[src/rtl/lcg_pkg.sv]
package lcg_pkg;

  typedef struct packed {
    logic sync_act_hi;
    logic use_ext;
    logic ext_act_hi;
  } lcg_mode_t;

  localparam lcg_mode_t LCG_MODE_RST = '{sync_act_hi: 1'b1, use_ext: 1'b0, ext_act_hi: 1'b1};

  typedef enum logic [1:0] {
    TMR_IDLE  = 2'd0,
    TMR_PLACE = 2'd1,
    TMR_HOLD  = 2'd2
  } lcg_tmr_st_t;

  // Trailing edge: the previous level was active and the current one is not.
  function automatic logic lcg_is_trailing(input logic prev_lvl, input logic cur_lvl,
                                           input logic act_hi);
    return (prev_lvl == act_hi) && (cur_lvl != act_hi);
  endfunction

  // External request asserted when its level matches the programmed active level.
  function automatic logic lcg_ext_asserted(input logic lvl, input logic act_hi);
    return lvl == act_hi;
  endfunction

endpackage

[src/rtl/lcg_sync.sv]
module lcg_sync #(
  parameter int STAGES = 2,
  parameter int WIDTH  = 1
) (
  input  logic             clk,
  input  logic             rst_n,
  input  logic [WIDTH-1:0] d,
  output logic [WIDTH-1:0] q
);
  logic [WIDTH-1:0] stage_q [STAGES];

  generate
    for (genvar s = 0; s < STAGES; s++) begin : g_stage
      always_ff @(posedge clk or negedge rst_n) begin
        if (!rst_n) begin
          stage_q[s] <= '0;
        end else if (s == 0) begin
          stage_q[s] <= d;
        end else begin
          stage_q[s] <= stage_q[(s == 0) ? 0 : s-1];
        end
      end
    end
  endgenerate

  assign q = stage_q[STAGES-1];
endmodule

[src/rtl/lcg_cfg.sv]
module lcg_cfg
  import lcg_pkg::*;
#(
  parameter int          CW        = 8,
  parameter logic [CW-1:0] RST_PLACE = CW'(4),
  parameter logic [CW-1:0] RST_WIDTH = CW'(8)
) (
  input  logic          clk,
  input  logic          rst_n,
  input  logic          load,
  input  lcg_mode_t     mode_d,
  input  logic [CW-1:0] place_d,
  input  logic [CW-1:0] width_d,
  output lcg_mode_t     mode_q,
  output logic [CW-1:0] place_q,
  output logic [CW-1:0] width_q
);
  always_ff @(posedge clk or negedge rst_n) begin
    if (!rst_n) begin
      mode_q  <= LCG_MODE_RST;
      place_q <= RST_PLACE;
      width_q <= RST_WIDTH;
    end else if (load) begin
      mode_q  <= mode_d;
      place_q <= place_d;
      width_q <= width_d;
    end
  end
endmodule

[src/rtl/lcg_edge.sv]
module lcg_edge
  import lcg_pkg::*;
(
  input  logic clk,
  input  logic rst_n,
  input  logic sync_lvl,
  input  logic act_hi,
  output logic trail
);
  logic prev_lvl;

  always_ff @(posedge clk or negedge rst_n) begin
    if (!rst_n) prev_lvl <= 1'b0;
    else        prev_lvl <= sync_lvl;
  end

  assign trail = lcg_is_trailing(prev_lvl, sync_lvl, act_hi);
endmodule

[src/rtl/lcg_timer.sv]
module lcg_timer
  import lcg_pkg::*;
#(
  parameter int CW = 8
) (
  input  logic          clk,
  input  logic          rst_n,
  input  logic          trail,
  input  logic [CW-1:0] place,
  input  logic [CW-1:0] width,
  output logic          hold_active
);
  localparam logic [CW-1:0] ONE = CW'(1);

  lcg_tmr_st_t   st_q;
  logic [CW-1:0] cnt_q;
  logic [CW-1:0] wlat_q;

  always_ff @(posedge clk or negedge rst_n) begin
    if (!rst_n) begin
      st_q   <= TMR_IDLE;
      cnt_q  <= '0;
      wlat_q <= '0;
    end else if (trail) begin
      wlat_q <= width;
      if (width == '0) begin
        st_q  <= TMR_IDLE;
        cnt_q <= '0;
      end else if (place == '0) begin
        st_q  <= TMR_HOLD;
        cnt_q <= width;
      end else begin
        st_q  <= TMR_PLACE;
        cnt_q <= place;
      end
    end else begin
      case (st_q)
        TMR_PLACE: begin
          if (cnt_q == ONE) begin
            st_q  <= TMR_HOLD;
            cnt_q <= wlat_q;
          end else begin
            cnt_q <= cnt_q - ONE;
          end
        end
        TMR_HOLD: begin
          if (cnt_q == ONE) begin
            st_q  <= TMR_IDLE;
            cnt_q <= '0;
          end else begin
            cnt_q <= cnt_q - ONE;
          end
        end
        default: begin
          st_q  <= TMR_IDLE;
          cnt_q <= '0;
        end
      endcase
    end
  end

  assign hold_active = (st_q == TMR_HOLD);
endmodule

[src/rtl/line_clamp_gen.sv]
module line_clamp_gen
  import lcg_pkg::*;
#(
  parameter int CW          = 8,
  parameter int SYNC_STAGES = 2
) (
  input  logic          clk,
  input  logic          rst_n,
  input  logic          hsync_in,
  input  logic          ext_clamp_in,
  input  logic          cfg_load,
  input  logic          cfg_sync_act_hi,
  input  logic          cfg_use_ext,
  input  logic          cfg_ext_act_hi,
  input  logic [CW-1:0] cfg_place,
  input  logic [CW-1:0] cfg_width,
  output logic          clamp_out
);
  localparam int NIN = 2;

  lcg_mode_t     mode_d, mode_q;
  logic [CW-1:0] place_q, width_q;
  logic [NIN-1:0] raw_in, syn_in;
  logic          sync_s2, ext_s2;
  logic          trail_evt;
  logic          hold_active;
  logic          clamp_next;

  assign mode_d = '{sync_act_hi: cfg_sync_act_hi, use_ext: cfg_use_ext,
                    ext_act_hi: cfg_ext_act_hi};

  lcg_cfg #(.CW(CW)) u_cfg (
    .clk(clk), .rst_n(rst_n), .load(cfg_load),
    .mode_d(mode_d), .place_d(cfg_place), .width_d(cfg_width),
    .mode_q(mode_q), .place_q(place_q), .width_q(width_q)
  );

  assign raw_in = {ext_clamp_in, hsync_in};

  lcg_sync #(.STAGES(SYNC_STAGES), .WIDTH(NIN)) u_sync (
    .clk(clk), .rst_n(rst_n), .d(raw_in), .q(syn_in)
  );

  assign sync_s2 = syn_in[0];
  assign ext_s2  = syn_in[1];

  lcg_edge u_edge (
    .clk(clk), .rst_n(rst_n), .sync_lvl(sync_s2),
    .act_hi(mode_q.sync_act_hi), .trail(trail_evt)
  );

  lcg_timer #(.CW(CW)) u_tmr (
    .clk(clk), .rst_n(rst_n), .trail(trail_evt),
    .place(place_q), .width(width_q), .hold_active(hold_active)
  );

  assign clamp_next = mode_q.use_ext ? lcg_ext_asserted(ext_s2, mode_q.ext_act_hi)
                                     : hold_active;

  always_ff @(posedge clk or negedge rst_n) begin
    if (!rst_n) clamp_out <= 1'b0;
    else        clamp_out <= clamp_next;
  end
endmodule

[config.mk]
export PLATFORM = sky130hd
export DESIGN_NAME = line_clamp_gen
export DESIGN_NICKNAME = d
export VERILOG_FILES = /design/src/rtl/lcg_pkg.sv /design/src/rtl/lcg_sync.sv /design/src/rtl/lcg_cfg.sv /design/src/rtl/lcg_edge.sv /design/src/rtl/lcg_timer.sv /design/src/rtl/line_clamp_gen.sv
export SDC_FILE = /design/constraint.sdc
export NUM_CORES = 1
export LEC_CHECK = 0
export BUFFER_PORTS_ARGS = -buffer_cell sky130_fd_sc_hd__buf_4
export CAP_MARGIN = 5
export CORE_MARGIN = 1
export CORE_UTILIZATION = 40
export CTS_CLUSTER_DIAMETER = 120
export CTS_CLUSTER_SIZE = 12
export DETAILED_ROUTE_END_ITERATION = 7
export GPL_TIMING_DRIVEN = 0
export SYNTH_ARGS = -nofsm -noshare
export SYNTH_HDL_FRONTEND = slang
export SYNTH_SLANG_ARGS = --single-unit
[constraint.sdc]
create_clock -name clk -period 2.1 [get_ports clk]
set_input_delay 0.105 -clock clk [delete_from_list [all_inputs] [get_ports clk]]
set_output_delay 0.105 -clock clk [all_outputs]
set_load 0.05 [all_outputs]
==> qor.csv <==
metric;value;unit
starting density of the core;0.4189;
synthesized instance count;152;
Row Count;25;
Layout Cells excl Fill;253;
Slew headroom;0.4460;
ANT cells;0;
CP Launch Type;flip-flop;
Metal-1 WL;1.586;mm
cell count after placement;242;
Synthesized Nets;180;
CP Data Required Time;2280;ps
count of different cell masters after synthesis;38;
total detailed-routing wirelength;3.648;mm
Port Buffers;23;
Int Pwr;1589;uW
Switching Fraction;0.3158;
largest net degree at the start of global routing;44;
routed length per placed instance;14.42;um
GP Congestion;0.8181;
sequential share of power;0.475;
share of cells above drive strength 1;0.4032;
Pre-antenna DRT Iters;4;
Logic pwr share;0.313;
PD cells;982.3;nW/um^2
Routed Antenna Nets;0;
total negative slack;0;ps
RSZ-0062 raised after global routing;no;
Post-Syn Area;1992;sq um
gr ovfl total;0;
die width;72.57;um
ranking of synthesized cells by area;dfrtp_1 (49%), mux2_2 (16%), dfstp_2 (5.3%), ha_1 (2.5%), mux2i_1 (2.5%);
critical path's largest stage delay;390;ps
Leak;0.001004;uW
design area;2365;sq um
initial antenna violation count;0;
Yosys warnings;0;
crit-path max FO;6;
CTS root buffer;clkbuf_8;
Crit path max-delay family;simple AND/OR/NAND/NOR gates;
Max IR drop VDD;0.4392;mV
first-pass GRT wire length;6.299;mm
CTS tree;yes;
CTS max path bufs;2;
Min Hold Slack;38.60;ps
post-placement cell area;2248;sq um
number of global-route vias before repair;1325;
CTS Sinks;43;
layout net count;213;
dpl ws;34.20;ps
DP HPWL;2.774;mm
part of the cycle the worst path needs;0.8902;
DR WL met3;183;um
DR iter-0 viols;51;
CP max-delay cell;dfrtp_1;
Worst EP arrival;2050;ps
Buf/Inv on CP;2;
Worst-path clk slew;80;ps
highest metal used;met4;
GRT Util Overall;0.1589;
commonest non-fill, non-tap cell in the layout;dfrtp_1;
TritonCTS buffer count;5;
status;completed;
drc violations;0;
vias after detailed routing;1313;
Synth area leader;dfrtp_1;
post-synthesis sequential area ratio;0.5427;
Worst-Skew Late Latency;290;ps
Fmax;534.9;MHz
Area Growth Syn to Fin;18.72;%
max cap viols;0;
fin worst setup slack;230.6;ps
Die Y;72.57;um
final worst path period need;1869;ps
Pins Over Slew Limit;0;
Fin. Hold Viols;0;
die footprint;5266;sq um
Net Sw Power;733.6;uW
cell chain of the critical path;inv_1 > ha_1 > nor4b_2 > nor2b_1 > buf_2 > nor3b_1 > a221o_1;
WL met2;1.819;mm
setup violators final;0;
Clock Skew;7.436;ps
num ports;25;
worst slew pin tran;823.4;ps
critical path class;reg2reg;
clock group share of total power;0.212;
htree depth;2;
vias per cell;5.190;
top-area cell type share of the netlist area;0.4899;
Hold Path Class;in2reg;
commonest cells after routing, fill and taps aside;dfrtp_1 (39), mux2_2 (29), buf_4 (23);
crit end category;flip-flop;
core area;4755;sq um
Avg Inst Size Synth;13.10;sq um
flops & latches, synth;43;
Post-CTS Setup Inserts;0;
-- synth_stat cells (all sizes together) --
cell type and instances:
a21oi 6, a221o 4, a31oi 4, and2 1, and3 1, and3b 1, buf 3, clkbuf 1
dfrtp 39, dfstp 4, ha 4, inv 5, mux2 29, mux2i 5, nand2 7, nand2b 1
nand3 1, nor2 8, nor2b 1, nor3 3, nor3b 3, nor4 3, nor4b 1, o21ai 1
o22ai 2, o2bb2a 1, o2bb2ai 4, or3 2, or4 3, xnor2 2, xor2 2
-- per-stage QoR --
stage	utilization	power, uW
global placement	0.4729	1803
finish	0.4974	2323
detailed placement	0.4729	1834
global route	0.4974	2468
floorplan	-	1631
CTS	0.4961	2336
-- power by group through the flow --
stage	Clock, uW	Sequential, uW	Combinational (uW)
floorplan	0	1100	526
global placement	0	1110	691
detailed placement	0	1120	712
CTS	509	1100	723
global route	533	1130	810
finish	491	1100	727
-- sequential cells by signal, indices dropped and copies added, names as in the netlist --
signal,cells
u_edge.prev_lvl,1
u_cfg.place_q,8
u_tmr.cnt_q,8
u_tmr.st_q,2
u_cfg.mode_q,3
u_tmr.wlat_q,8
u_sync.stage_q,2
clamp_out,1
u_sync.q,2
u_cfg.width_q,8
-- per-layer routing --
layer	track usage	up-vias
li1	-	625
met1	0.2053	648
met2	0.2586	34
met3	0.03472	6
met4	0.06754	0
met5	0	-
-- cell type report --
| type | count | area (sq um) |
|---|---|---|
| clock buffers | 8 | 80.08 |
| well taps | 67 | 83.83 |
| fillers | 442 | 2390 |
| inverters | 5 | 18.77 |
| repair buffers | 26 | 202.7 |
| plain buffers | 4 | 25.02 |
| multi-input cells | 100 | 873.3 |
| flip-flops and latches | 43 | 1081 |
-- cells by family (layout without fill, tap and decap cells) --
family / after synthesis / after routing / share of synthesized area
AOI/OAI and AO/OA: 22 / 22 / 0.08605
xor gates and xnor gates: 4 / 4 / 0.01759
adders and majority gates: 4 / 4 / 0.02513
buffers and inverters: 9 / 43 / 0.02198
DFF: 43 / 43 / 0.5427
muxes: 34 / 34 / 0.1891
and+or+nand+nor: 36 / 36 / 0.1175
-- path summary, 6_finish.rpt --
check	start	slack [ps]	cells after the start	endpoint
worst max register to register	u_tmr.cnt_q[1]	230	7	u_tmr.cnt_q[2]
worst min-delay path	cfg_width[5]	40	2	u_cfg.width_q[5]
min in group asynchronous	rst_n	330	2	u_tmr.wlat_q[2]
worst max-delay path	u_tmr.cnt_q[1]	230	7	u_tmr.cnt_q[2]
max in group asynchronous	rst_n	1390	2	u_cfg.width_q[3]
worst min register to register	u_sync.stage_q[2]	350	0	u_sync.q[0]
-- what timing repair did --
item                                    CTS  global route
endpoints found under the hold margin    41             0
resized for setup                         0             1
endpoints found under the setup margin    0             6
hold buffers                              3             0
(Power assumes the default switching activity.)
